===== config.mk =====
export PLATFORM = sky130hd
export DESIGN_NAME = framedRxMaster
export DESIGN_NICKNAME = d
export VERILOG_FILES = /design/src/rtl/framedRxPkg.sv /design/src/rtl/framedRxFifo.sv /design/src/rtl/framedRxDatapath.sv /design/src/rtl/framedRxCtrl.sv /design/src/rtl/framedRxMaster.sv
export SDC_FILE = /design/constraint.sdc
export NUM_CORES = 1
export LEC_CHECK = 0
export ABC_AREA = 1
export CAP_MARGIN = 20
export CORE_MARGIN = 8
export CORE_UTILIZATION = 25
export DETAILED_ROUTE_END_ITERATION = 7
export MAX_ROUTING_LAYER = met4
export PLACE_DENSITY = 0.43
export SLEW_MARGIN = 25
export SYNTH_ARGS = -nofsm -noshare
export SYNTH_HDL_FRONTEND = slang
export SYNTH_HIERARCHICAL = 1
export SYNTH_SLANG_ARGS = --single-unit

===== constraint.sdc =====
create_clock -name clk -period 5.6 [get_ports clk]
set_input_delay 1.12 -clock clk [delete_from_list [all_inputs] [get_ports clk]]
set_output_delay 1.12 -clock clk [all_outputs]
set_load 0.01 [all_outputs]

===== src/rtl/framedRxPkg.sv =====
package framedRxPkg;

  localparam logic [2:0] ADDR_CTRL   = 3'd0;
  localparam logic [2:0] ADDR_CLKCFG = 3'd1;
  localparam logic [2:0] ADDR_RXCFG  = 3'd2;
  localparam logic [2:0] ADDR_DATA   = 3'd3;
  localparam logic [2:0] ADDR_STATUS = 3'd4;

  // strobes from control to datapath, one system clock each
  typedef struct packed {
    logic slotTick;    // bit clock rising edge inside the selected slot
    logic captureBit;  // slotTick while reception is enabled
    logic slotFirst;   // the bit ending at this tick is the slot MSB
    logic slotLast;    // the bit ending at this tick is the slot LSB
    logic popReq;      // host read of a non-empty FIFO
    logic rxClear;     // receive path reset
  } rxStrobeT;

endpackage


===== src/rtl/framedRxFifo.sv =====
module framedRxFifo #(
  parameter int WIDTH = 16,
  parameter int DEPTH = 16,
  localparam int PTR_W = (DEPTH > 1) ? $clog2(DEPTH) : 1,
  localparam int LVL_W = $clog2(DEPTH + 1)
) (
  input  logic             clk,
  input  logic             rstN,
  input  logic             clear,
  input  logic             push,
  input  logic [WIDTH-1:0] pushData,
  input  logic             pop,
  output logic [WIDTH-1:0] head,
  output logic [LVL_W-1:0] level,
  output logic             full
);

  logic [WIDTH-1:0] mem [DEPTH];
  logic [PTR_W-1:0] wrPtr, rdPtr;
  logic             doPush, doPop;

  assign full   = (level == LVL_W'(DEPTH));
  assign doPop  = pop && (level != '0);
  assign doPush = push && (!full || doPop);
  assign head   = mem[rdPtr];

  function automatic logic [PTR_W-1:0] nextPtr(input logic [PTR_W-1:0] p);
    return (p == PTR_W'(DEPTH - 1)) ? '0 : p + 1'b1;
  endfunction

  always_ff @(posedge clk) begin
    if (doPush) mem[wrPtr] <= pushData;
  end

  always_ff @(posedge clk or negedge rstN) begin
    if (!rstN) begin
      wrPtr <= '0;
      rdPtr <= '0;
      level <= '0;
    end else if (clear) begin
      wrPtr <= '0;
      rdPtr <= '0;
      level <= '0;
    end else begin
      if (doPush) wrPtr <= nextPtr(wrPtr);
      if (doPop)  rdPtr <= nextPtr(rdPtr);
      if (doPush && !doPop)      level <= level + 1'b1;
      else if (doPop && !doPush) level <= level - 1'b1;
    end
  end

endmodule


===== src/rtl/framedRxDatapath.sv =====
module framedRxDatapath
  import framedRxPkg::*;
#(
  parameter int WORD_W = 16,
  parameter int DEPTH  = 16,
  localparam int LVL_W = $clog2(DEPTH + 1)
) (
  input  logic              clk,
  input  logic              rstN,
  input  rxStrobeT          strb,
  input  logic              rxd,
  input  logic [LVL_W-1:0]  threshold,
  output logic [WORD_W-1:0] fifoHead,
  output logic [LVL_W-1:0]  fifoLevel,
  output logic              overflowFlag,
  output logic              rdReq,
  output logic              pushEvent
);

  logic [WORD_W-1:0] shiftReg;
  logic              wordOk;
  logic [WORD_W-1:0] pushWord;
  logic              fifoFull;
  logic [LVL_W-1:0]  thrEff;

  // assembly: wordOk is set by the MSB and lost on any uncaptured slot bit
  always_ff @(posedge clk or negedge rstN) begin
    if (!rstN) begin
      shiftReg <= '0;
      wordOk   <= 1'b0;
    end else if (strb.rxClear) begin
      shiftReg <= '0;
      wordOk   <= 1'b0;
    end else if (strb.slotTick) begin
      if (strb.captureBit) begin
        shiftReg <= {shiftReg[WORD_W-2:0], rxd};
        if (strb.slotLast)       wordOk <= 1'b0;
        else if (strb.slotFirst) wordOk <= 1'b1;
      end else begin
        wordOk <= 1'b0;
      end
    end
  end

  assign pushWord  = {shiftReg[WORD_W-2:0], rxd};
  assign pushEvent = strb.captureBit && strb.slotLast && wordOk && !strb.rxClear;

  framedRxFifo #(.WIDTH(WORD_W), .DEPTH(DEPTH)) fifo_i (
    .clk      (clk),
    .rstN     (rstN),
    .clear    (strb.rxClear),
    .push     (pushEvent),
    .pushData (pushWord),
    .pop      (strb.popReq),
    .head     (fifoHead),
    .level    (fifoLevel),
    .full     (fifoFull)
  );

  always_ff @(posedge clk or negedge rstN) begin
    if (!rstN)                                     overflowFlag <= 1'b0;
    else if (strb.rxClear)                         overflowFlag <= 1'b0;
    else if (pushEvent && fifoFull && !strb.popReq) overflowFlag <= 1'b1;
  end

  assign thrEff = (threshold == '0) ? LVL_W'(1) : threshold;
  assign rdReq  = (fifoLevel >= thrEff);

endmodule


===== src/rtl/framedRxCtrl.sv =====
module framedRxCtrl
  import framedRxPkg::*;
#(
  parameter int WORD_W = 16,
  parameter int SLOTS  = 2,
  parameter int DEPTH  = 16,
  parameter int PRE_W  = 5,
  parameter int DIV_W  = 3,
  localparam int LVL_W     = $clog2(DEPTH + 1),
  localparam int SLOT_W    = (SLOTS > 1) ? $clog2(SLOTS) : 1,
  localparam int FRAME_BITS = WORD_W * SLOTS,
  localparam int FPOS_W    = $clog2(FRAME_BITS),
  localparam int MAX_SHIFT = (1 << DIV_W) - 2,
  localparam int CNT_W     = PRE_W + 1 + MAX_SHIFT
) (
  input  logic              clk,
  input  logic              rstN,
  input  logic              regWe,
  input  logic              regRe,
  input  logic [2:0]        regAddr,
  input  logic [15:0]       regWdata,
  output logic [15:0]       regRdata,
  input  logic [WORD_W-1:0] fifoHead,
  input  logic [LVL_W-1:0]  fifoLevel,
  input  logic              overflowFlag,
  input  logic              rdReq,
  output logic              sclkOut,
  output logic              syncOut,
  output logic              clkEnable,
  output logic [LVL_W-1:0]  threshold,
  output rxStrobeT          strb
);

  logic              syncEnable, rxEnable, rstPulse;
  logic [PRE_W-1:0]  prescale;
  logic [DIV_W-1:0]  divCode;
  logic [SLOT_W-1:0] slotSel;
  logic              wrCtrl, wrClk, wrRx;

  assign wrCtrl = regWe && (regAddr == ADDR_CTRL);
  assign wrClk  = regWe && (regAddr == ADDR_CLKCFG);
  assign wrRx   = regWe && (regAddr == ADDR_RXCFG);

  // configuration and enables
  always_ff @(posedge clk or negedge rstN) begin
    if (!rstN) begin
      clkEnable  <= 1'b0;
      syncEnable <= 1'b0;
      rxEnable   <= 1'b0;
      rstPulse   <= 1'b0;
      prescale   <= '0;
      divCode    <= '0;
      slotSel    <= '0;
      threshold  <= '0;
    end else begin
      rstPulse <= wrCtrl && regWdata[3];
      if (wrCtrl) begin
        clkEnable  <= regWdata[0];
        syncEnable <= regWdata[1];
        rxEnable   <= regWdata[2];
      end
      if (wrClk) begin
        prescale <= regWdata[PRE_W-1:0];
        divCode  <= regWdata[8 +: DIV_W];
      end
      if (wrRx) begin
        slotSel   <= regWdata[SLOT_W-1:0];
        threshold <= regWdata[8 +: LVL_W];
      end
    end
  end

  // bit clock generator: half period of (prescale+1) << code, top code bypasses
  logic [CNT_W-1:0] divCnt, halfLen;
  logic [DIV_W-1:0] shiftAmt;
  logic             sclkReg, riseTick, divRestart, halfDone;

  assign shiftAmt   = (divCode == {DIV_W{1'b1}}) ? '0 : divCode;
  assign halfLen    = (CNT_W'(prescale) + CNT_W'(1)) << shiftAmt;
  assign divRestart = !clkEnable || wrClk;
  assign halfDone   = (divCnt == halfLen - CNT_W'(1));
  assign riseTick   = !divRestart && halfDone && !sclkReg;

  always_ff @(posedge clk or negedge rstN) begin
    if (!rstN) begin
      divCnt  <= '0;
      sclkReg <= 1'b0;
    end else if (divRestart) begin
      divCnt  <= '0;
      sclkReg <= 1'b0;
    end else if (halfDone) begin
      divCnt  <= '0;
      sclkReg <= ~sclkReg;
    end else begin
      divCnt <= divCnt + 1'b1;
    end
  end

  assign sclkOut = sclkReg;

  // frame position: rewinds whenever frame enable is low
  logic              frameActive;
  logic [FPOS_W-1:0] bitPos;

  always_ff @(posedge clk or negedge rstN) begin
    if (!rstN) begin
      frameActive <= 1'b0;
      bitPos      <= '0;
    end else if (!syncEnable) begin
      frameActive <= 1'b0;
      bitPos      <= '0;
    end else if (riseTick) begin
      if (!frameActive) begin
        frameActive <= 1'b1;
        bitPos      <= '0;
      end else if (bitPos == FPOS_W'(FRAME_BITS - 1)) begin
        bitPos <= '0;
      end else begin
        bitPos <= bitPos + 1'b1;
      end
    end
  end

  assign syncOut = frameActive && (bitPos == '0);

  // slot decode for the bit that ends at this tick
  logic inSlot;
  int   posInWord;

  assign inSlot    = ((int'(bitPos) / WORD_W) == int'(slotSel));
  assign posInWord = int'(bitPos) % WORD_W;

  always_comb begin
    strb            = '0;
    strb.slotTick   = riseTick && frameActive && syncEnable && inSlot;
    strb.captureBit = strb.slotTick && rxEnable;
    strb.slotFirst  = (posInWord == 0);
    strb.slotLast   = (posInWord == WORD_W - 1);
    strb.popReq     = regRe && (regAddr == ADDR_DATA) && (fifoLevel != '0);
    strb.rxClear    = rstPulse;
  end

  // registered read port, showing state ahead of this cycle's updates
  logic [15:0] readMux;

  always_comb begin
    readMux = '0;
    unique case (regAddr)
      ADDR_CTRL:   readMux[2:0] = {rxEnable, syncEnable, clkEnable};
      ADDR_CLKCFG: begin
        readMux[PRE_W-1:0]  = prescale;
        readMux[8 +: DIV_W] = divCode;
      end
      ADDR_RXCFG: begin
        readMux[SLOT_W-1:0] = slotSel;
        readMux[8 +: LVL_W] = threshold;
      end
      ADDR_DATA:   readMux = (fifoLevel != '0) ? 16'(fifoHead) : 16'd0;
      ADDR_STATUS: begin
        readMux[0]          = rdReq;
        readMux[1]          = overflowFlag;
        readMux[8 +: LVL_W] = fifoLevel;
      end
      default:     readMux = '0;
    endcase
  end

  always_ff @(posedge clk or negedge rstN) begin
    if (!rstN)      regRdata <= '0;
    else if (regRe) regRdata <= readMux;
  end

endmodule


===== src/rtl/framedRxMaster.sv =====
module framedRxMaster
  import framedRxPkg::*;
#(
  parameter int WORD_W = 16,
  parameter int SLOTS  = 2,
  parameter int DEPTH  = 16,
  parameter int PRE_W  = 5,
  parameter int DIV_W  = 3,
  localparam int LVL_W = $clog2(DEPTH + 1)
) (
  input  logic        clk,
  input  logic        rstN,
  input  logic        regWe,
  input  logic        regRe,
  input  logic [2:0]  regAddr,
  input  logic [15:0] regWdata,
  output logic [15:0] regRdata,
  input  logic        rxd,
  output logic        sclkOut,
  output logic        syncOut,
  output logic        rdReq
);

  rxStrobeT          strb;
  logic [WORD_W-1:0] fifoHead;
  logic [LVL_W-1:0]  fifoLevel;
  logic [LVL_W-1:0]  threshold;
  logic              overflowFlag, pushEvent, clkEnable;

  framedRxCtrl #(
    .WORD_W(WORD_W), .SLOTS(SLOTS), .DEPTH(DEPTH), .PRE_W(PRE_W), .DIV_W(DIV_W)
  ) ctrl_i (
    .clk          (clk),
    .rstN         (rstN),
    .regWe        (regWe),
    .regRe        (regRe),
    .regAddr      (regAddr),
    .regWdata     (regWdata),
    .regRdata     (regRdata),
    .fifoHead     (fifoHead),
    .fifoLevel    (fifoLevel),
    .overflowFlag (overflowFlag),
    .rdReq        (rdReq),
    .sclkOut      (sclkOut),
    .syncOut      (syncOut),
    .clkEnable    (clkEnable),
    .threshold    (threshold),
    .strb         (strb)
  );

  framedRxDatapath #(.WORD_W(WORD_W), .DEPTH(DEPTH)) data_i (
    .clk          (clk),
    .rstN         (rstN),
    .strb         (strb),
    .rxd          (rxd),
    .threshold    (threshold),
    .fifoHead     (fifoHead),
    .fifoLevel    (fifoLevel),
    .overflowFlag (overflowFlag),
    .rdReq        (rdReq),
    .pushEvent    (pushEvent)
  );

endmodule


==> results of run 1 <==
## cell type report
cell class	instances	area, um^2	share of cell area
inverter	110	415	0.0226
clock buffer	54	1140	0.0620
multi-input combinational	989	5030	0.274
clock inverter	22	268	0.0146
tap	837	1050	0.0571
sequential	339	9770	0.533
timing repair buffer	76	671	0.0366
## cells in the mapped netlist, types with 6 or more instances
| cell type | instances |
|---|---|
| nand2_1 | 381 |
| edfxtp_1 | 256 |
| nand3_1 | 136 |
| nor2_1 | 135 |
| inv_1 | 100 |
| dfrtp_1 | 83 |
| o21ai_0 | 82 |
| o21ai_1 | 39 |
| buf_2 | 32 |
| nand4_1 | 30 |
| a21oi_1 | 27 |
| ha_1 | 20 |
| o211ai_1 | 17 |
| a21oi_2 | 15 |
| a31oi_1 | 15 |
| nand2_2 | 14 |
| buf_4 | 12 |
| clkbuf_1 | 10 |
| buf_6 | 9 |
| inv_2 | 8 |
| o211ai_2 | 8 |
| xor2_1 | 8 |
| nand3_2 | 7 |
| nor2_2 | 7 |
| a221oi_1 | 6 |
| a22o_1 | 6 |
## through the flow
stage	hold slack [ps]	setup WS, ps	instance area (um^2)
global placement	470	485	16900
detailed placement	480	494	16900
CTS	460	451	18300
global route	488	3.24	18300
finish	488	578	18300
floorplan	449	1140	15600
## power by group through the flow
stage          logic (uW)  clock network, uW  registers, uW
2_1_floorplan         414                  0           2870
3_3_place_gp          542                  0           2910
3_5_place_dp          543                  0           2920
4_1_cts               546               2820           2870
5_1_grt               613               2920           2880
6_report              540               2730           2870
## placed cells by master (no fill, tap or decap), types with 6 or more instances in the layout
master,n
a21oi_1,27
a21oi_2,15
a221oi_1,6
a22o_1,6
a31oi_1,15
buf_4,40
clkbuf_1,9
clkbuf_16,43
clkdlybuf4s50_1,35
clkinv_2,8
dfrtp_1,81
edfxtp_1,256
ha_1,20
inv_1,98
inv_2,9
nand2_1,381
nand2_2,14
nand3_1,136
nand3_2,7
nand4_1,30
nor2_1,119
nor2_2,23
o211ai_1,17
o211ai_2,8
o21ai_0,82
o21ai_1,39
xor2_1,8
## registers in the layout (all words and copies together) (netlist names), 3 cells and up
| name | flops |
|---|---|
| data_i/fifo_i/rdPtr | 4 |
| ctrl_i/threshold | 5 |
| ctrl_i/divCnt | 12 |
| data_i/fifo_i/mem | 256 |
| ctrl_i/bitPos | 5 |
| ctrl_i/prescale | 5 |
| data_i/fifo_i/wrPtr | 4 |
| ctrl_i/divCode | 3 |
| data_i/fifo_i/level | 5 |
| ctrl_i/regRdata | 16 |
| data_i/shiftReg | 15 |
## logic make-up (layout without fill, tap and decap cells)
family,after synthesis,count (layout),synth area share
multiplexers,2,2,0.00145
buffers and inverters,174,262,0.0519
AND/OR/NAND/NOR,731,731,0.206
XOR/XNOR,11,11,0.00619
flip-flops,339,339,0.627
adder cells (fa/ha/maj),21,21,0.0174
AO/OA/AOI/OAI,224,224,0.0897
## per-layer routing
layer,vias to the layer above,GRT usage
met2,186,0.194
met5,-,-
met3,44,0.0249
met1,5316,0.166
li1,5297,-
met4,0,0.0236
## worst max-delay path, cell delays in order (launching register included)
cell	delay (ps)
dfrtp_1	560
ha_1	310
inv_1	60
nand2_1	80
nand2_1	80
nand2_1	120
nand3_2	100
nand3_2	130
inv_1	80
nor2_4	160
nand2_2	100
nor2_4	130
nand3_1	80
nand3_1	90
nand2_1	60
nor2_2	150
nand3_4	110
nor2_4	180
nand3_2	100
nor2_2	180
inv_1	80
nor3_1	510
inv_1	140
nor2_2	320
buf_4	210
inv_2	50
nor2_2	320
buf_12	220
## worst paths after layout
check / slack [ps] / from / to
min in group clk: 490 / ctrl_i/regRdata[8] / ctrl_i/regRdata[8]
max in group asynchronous: 3900 / rstN / data_i/fifo_i/rdPtr[0]
min reg2reg: 490 / ctrl_i/regRdata[8] / ctrl_i/regRdata[8]
max reg2reg: 580 / ctrl_i/prescale[0] / data_i/fifo_i/mem[15][0]
max: 580 / ctrl_i/prescale[0] / data_i/fifo_i/mem[15][0]
min: 490 / rstN / ctrl_i/regRdata[2]
==> impl_metrics.tcl, run 1 <==
set metrics [dict create \
    outcome "finished, final reports clean" \
    slew_headroom 0.317 \
    top_layer "met4" \
    netlist_area_um2 15600 \
    grt.total_usage 0.124 \
    core_um2 61600 \
    area_delta_synth_final_pct 17.8 \
    cp.arrival_ps 5290 \
    ys_seq_area_frac 0.627 \
    clkPwrFrac 0.445 \
    antenna-diode-count 0 \
    postCtsHoldBufs 0 \
    nNetsFinal 1602 \
    p_leak_uw 0.00719 \
    power.total_uw 6130 \
    crit_type "flip-flop to flip-flop" \
    htreeDepth 2 \
    cts_sinks 339 \
    first_iter_violations 802 \
    finalCriticalPeriod_ps 5020 \
    wire_per_inst_um 17.7 \
    portBuffers 36 \
    dieHeight_um 266 \
    cts_tree "yes" \
    gr-total-overflow 0 \
    synth_area_per_cell_um2 10.4 \
    drv_slew 0 \
    synth_edf_count 256 \
    dp_cells 2351 \
    insertion_delay_ps 570 \
    fin_util 0.298 \
    routed_wl_um 42900 \
    chipWidth_um 266 \
    max_freq_mhz 199 \
    drt-met1-wl_um 20600 \
    place.gp.congestion 0.808 \
    drc 0 \
    synth_top_area_frac 0.494 \
    start_util 0.253 \
    cts_max_path_buffers 3 \
    worstRegToRegCells 27 \
    worst_setup_path_end_kind "flip-flop" \
    cts_buffers 41 \
    power_switching_uw 1540 \
    dp_hpwl_um 26800 \
    irDropWorstVdd_mv 0.183 \
    io_pins 43 \
    postCtsSetupRepairBufs 0 \
    netlist_top_cells_area "edfxtp_1, dfrtp_1, nand2_1, nand3_1, nor2_1" \
    root_buffer "clkbuf_16" \
    grt_start_max_net_pins 82 \
    num_vias 10843 \
    firstDrtPassIters 6 \
    synth_nets 1547 \
    grt_pass1_vias 10498 \
    num_rows 91 \
    antenna_found_initial 0 \
    worstPathRequired_ps 5870 \
    path_clk_slew_ps 60 \
    finalHoldViolCount 0 \
    synth-async-reset-ratio 0.245 \
    share_seq_of_total_power 0.467 \
    yosys.area.top_type "edfxtp_1" \
    wl_met3_um 2010 \
    ys_types 47 \
    synth_top_flop_cell "edfxtp_1" \
    synthCells 1502 \
    post_cts_resize_count 0 \
    drive_gt1_frac 0.128 \
    fin_tns_setup_ps 0 \
    worst_pin_slew_ps 1020 \
    p_int_uw 4590 \
    post_drt_via_cell_ratio 4.47 \
    crit_path_max_fanout 12 \
    yosysWarningCount 6 \
    switching_share 0.251 \
    grt_pass1_wl_um 65400 \
    wl_met2_um 19600 \
    holdCritPathClass "input pin to async pin" \
    setup_viol 0 \
    comb_power_share 0.088 \
    start_kind "flip-flop" \
    die-area_um2 70500 \
    antenna_left 0 \
    synth-seq-cells 339 \
    stdcell_count 2427 \
    skew_ps 34.9 \
    rsz0062_at_grt "no" \
    max_cap_viol_count 0 \
    fillers 6337 \
    finalCritPeriodShare 0.897 \
    p_per_area_nw_per_um2 334 \
]
Note: power is estimated with default switching activity, not from simulation.
==> inputs of run 2 (changes only) <==
--- a/config.mk
+++ b/config.mk
@@ -8,10 +8,11 @@
 export ABC_AREA = 1
 export CAP_MARGIN = 20
 export CORE_MARGIN = 8
-export CORE_UTILIZATION = 25
+export CORE_UTILIZATION = 60
 export DETAILED_ROUTE_END_ITERATION = 7
 export MAX_ROUTING_LAYER = met4
-export PLACE_DENSITY = 0.43
+export PLACE_DENSITY = 0.82
+export RECOVER_POWER = 50
 export SLEW_MARGIN = 25
 export SYNTH_ARGS = -nofsm -noshare
 export SYNTH_HDL_FRONTEND = slang
==> run 2 against run 1 <==
The flow now finishes with violations (capacitance limit, slew limit). Wire length is 12% lower. Total power is 5.2% lower. Final cell count is 21% lower.
==> impl_metrics.tcl, run 2 (synthesis results as in run 1) <==
set metrics [dict create \
    outcome "complete, but fails checks" \
    violations "capacitance limit, slew limit" \
    p_per_area_nw_per_um2 333 \
    grt.total_usage 0.245 \
    largest_reg_flops 256 \
    setup_viol 0 \
    p_leak_uw 0.00703 \
    start_kind "flip-flop" \
    crit_type "flip-flop to flip-flop" \
    start_util 0.604 \
    irDropWorstVdd_mv 0.292 \
    crit_path_max_fanout 16 \
    holdPathStages 2 \
    core_um2 25800 \
    postCtsSetupRepairBufs 0 \
    insertion_delay_ps 540 \
    worstRegToRegCells 24 \
    num_rows 59 \
    max_freq_mhz 195 \
    io_pins 43 \
    drive_gt1_frac 0.117 \
    grt_pass1_vias 10761 \
    path_clk_slew_ps 60 \
    antenna_left 0 \
    area_delta_synth_final_pct 12.0 \
    wire_per_inst_um 19.7 \
    fin_tns_setup_ps 0 \
    antenna_found_initial 1 \
    finalCriticalPeriod_ps 5120 \
    drv_slew 48 \
    chipWidth_um 177 \
    nNetsFinal 1588 \
    finalCritPeriodShare 0.914 \
    die-area_um2 31400 \
    crit_path_cell_trace "inv_1 -> o21ai_2 -> buf_4 -> nand4_2 -> ha_1 -> xnor2_1 -> nor2_1 -> nand2_1 -> nor2_1 -> nand2_1 -> nor2_1 -> nand2_1 -> nor2_4 -> nand3_4 -> nor2_4 -> nand3_2 -> nor2_2 -> inv_1 -> nor3_1 -> inv_1 -> nor2_4 -> nand2_1 -> nor2_2 -> buf_4" \
    rsz0062_at_grt "no" \
    place.gp.congestion 0.895 \
    largest-register "data_i/fifo_i/mem" \
    dpl-instance-area_um2 16200 \
    worstPathRequired_ps 5800 \
    grt_pass1_wl_um 58100 \
    worst_setup_path_end_kind "flip-flop" \
    num_vias 11495 \
    root_buffer "clkbuf_16" \
    worst_pin_slew_ps 2740 \
    postCtsHoldBufs 0 \
    drc 0 \
    cts_max_path_buffers 3 \
    htreeDepth 2 \
    gr-total-overflow 0 \
    first_iter_violations 1490 \
    finalHoldViolCount 0 \
    slew_headroom -0.826 \
    routed_wl_um 37600 \
    final_cell_mix "nand2_1, edfxtp_1, nand3_1" \
    cts_tree "yes" \
    max_cap_viol_count 1 \
    slowest_stage "dfrtp_1" \
    portBuffers 36 \
    cts_sinks 339 \
    final_common_cell "nand2_1" \
    post_cts_resize_count 0 \
    holdCritPathClass "flip-flop to flip-flop" \
    skew_ps 18.7 \
    cts_buffers 35 \
    dp_cells 1841 \
    reg_top3 "data_i/fifo_i/mem: 256 flops, ctrl_i/regRdata: 16 flops, data_i/shiftReg: 15 flops" \
    grt_start_max_net_pins 74 \
    critPathMostFrequentCell "nand2_1" \
    post_drt_via_cell_ratio 6.03 \
    cp.arrival_ps 5320 \
    stdcell_count 1906 \
    design_area_um2 17400 \
    cpPeakStageDelay_ps 500 \
    dp_hpwl_um 22800 \
    dieHeight_um 177 \
    firstDrtPassIters 6 \
]
## run 2: layer usage
metal  track usage  part of all wire  vias to the layer above
met2         0.393              0.48                      575
met3        0.0299             0.081                      110
li1              -                 -                     5267
met4         0.122             0.047                        0
met1         0.307              0.39                     5543
met5             -                 0                        -
## run 2: power by group
part	switching, uW	internal [uW]
clock network	993	1420
logic	356	180
registers	94.8	2770
total	1440	4370
## run 2: worst max-delay path, delay by kind of cell, from the launching register on
| kind | cells | cell delay [ps] |
|---|---|---|
| AND/OR/NAND/NOR | 16 | 2570 |
| buffers and inverters | 5 | 970 |
| flip-flops | 1 | 500 |
| adder cells (fa/ha/maj) | 1 | 330 |
| AO/OA/AOI/OAI | 1 | 290 |
| XOR/XNOR | 1 | 130 |
## run 2: layout make-up
| class | instances | area, um^2 |
|---|---|---|
| Sequential cell | 339 | 9770 |
| Fill cell | 1761 | 8330 |
| Multi-Input combinational cell | 989 | 5040 |
| Clock buffer | 45 | 955 |
| Timing Repair Buffer | 68 | 591 |
| Tap cell | 335 | 419 |
| Inverter | 110 | 415 |
| Clock inverter | 19 | 244 |
| Antenna cell | 1 | 2.50 |
## run 2: worst paths after layout
kind / slack (ps) / to / from
min in group asynchronous: 1460 / ctrl_i/divCnt[1] / rstN
min: 490 / ctrl_i/regRdata[2] / ctrl_i/regRdata[2]
min reg2reg: 490 / ctrl_i/regRdata[2] / ctrl_i/regRdata[2]
max reg2reg: 480 / data_i/fifo_i/mem[8][4] / ctrl_i/divCode[1]
max: 480 / data_i/fifo_i/mem[8][4] / ctrl_i/divCode[1]
max in group asynchronous: 2440 / data_i/fifo_i/rdPtr[0] / rstN
## run 2: stage by stage
stage	setup slack, ps	utilization	power [uW]	hold slack [ps]
after global placement	560	0.630	3420	468
after CTS	417	0.677	5820	487
after detailed placement	416	0.630	3440	470
after floorplan	1140	-	3290	449
final	482	0.677	5810	486
after global routing	135	0.677	6000	522
==> inputs of run 3 (changes only) <==
--- a/config.mk
+++ b/config.mk
@@ -10,6 +10,7 @@
 export CORE_MARGIN = 8
 export CORE_UTILIZATION = 60
 export DETAILED_ROUTE_END_ITERATION = 7
+export HOLD_SLACK_MARGIN = 0.03
 export MAX_ROUTING_LAYER = met4
 export PLACE_DENSITY = 0.82
 export RECOVER_POWER = 50
==> results of run 3 <==
Same layout as run 2: the final DEF is identical, and so are final timing and power.
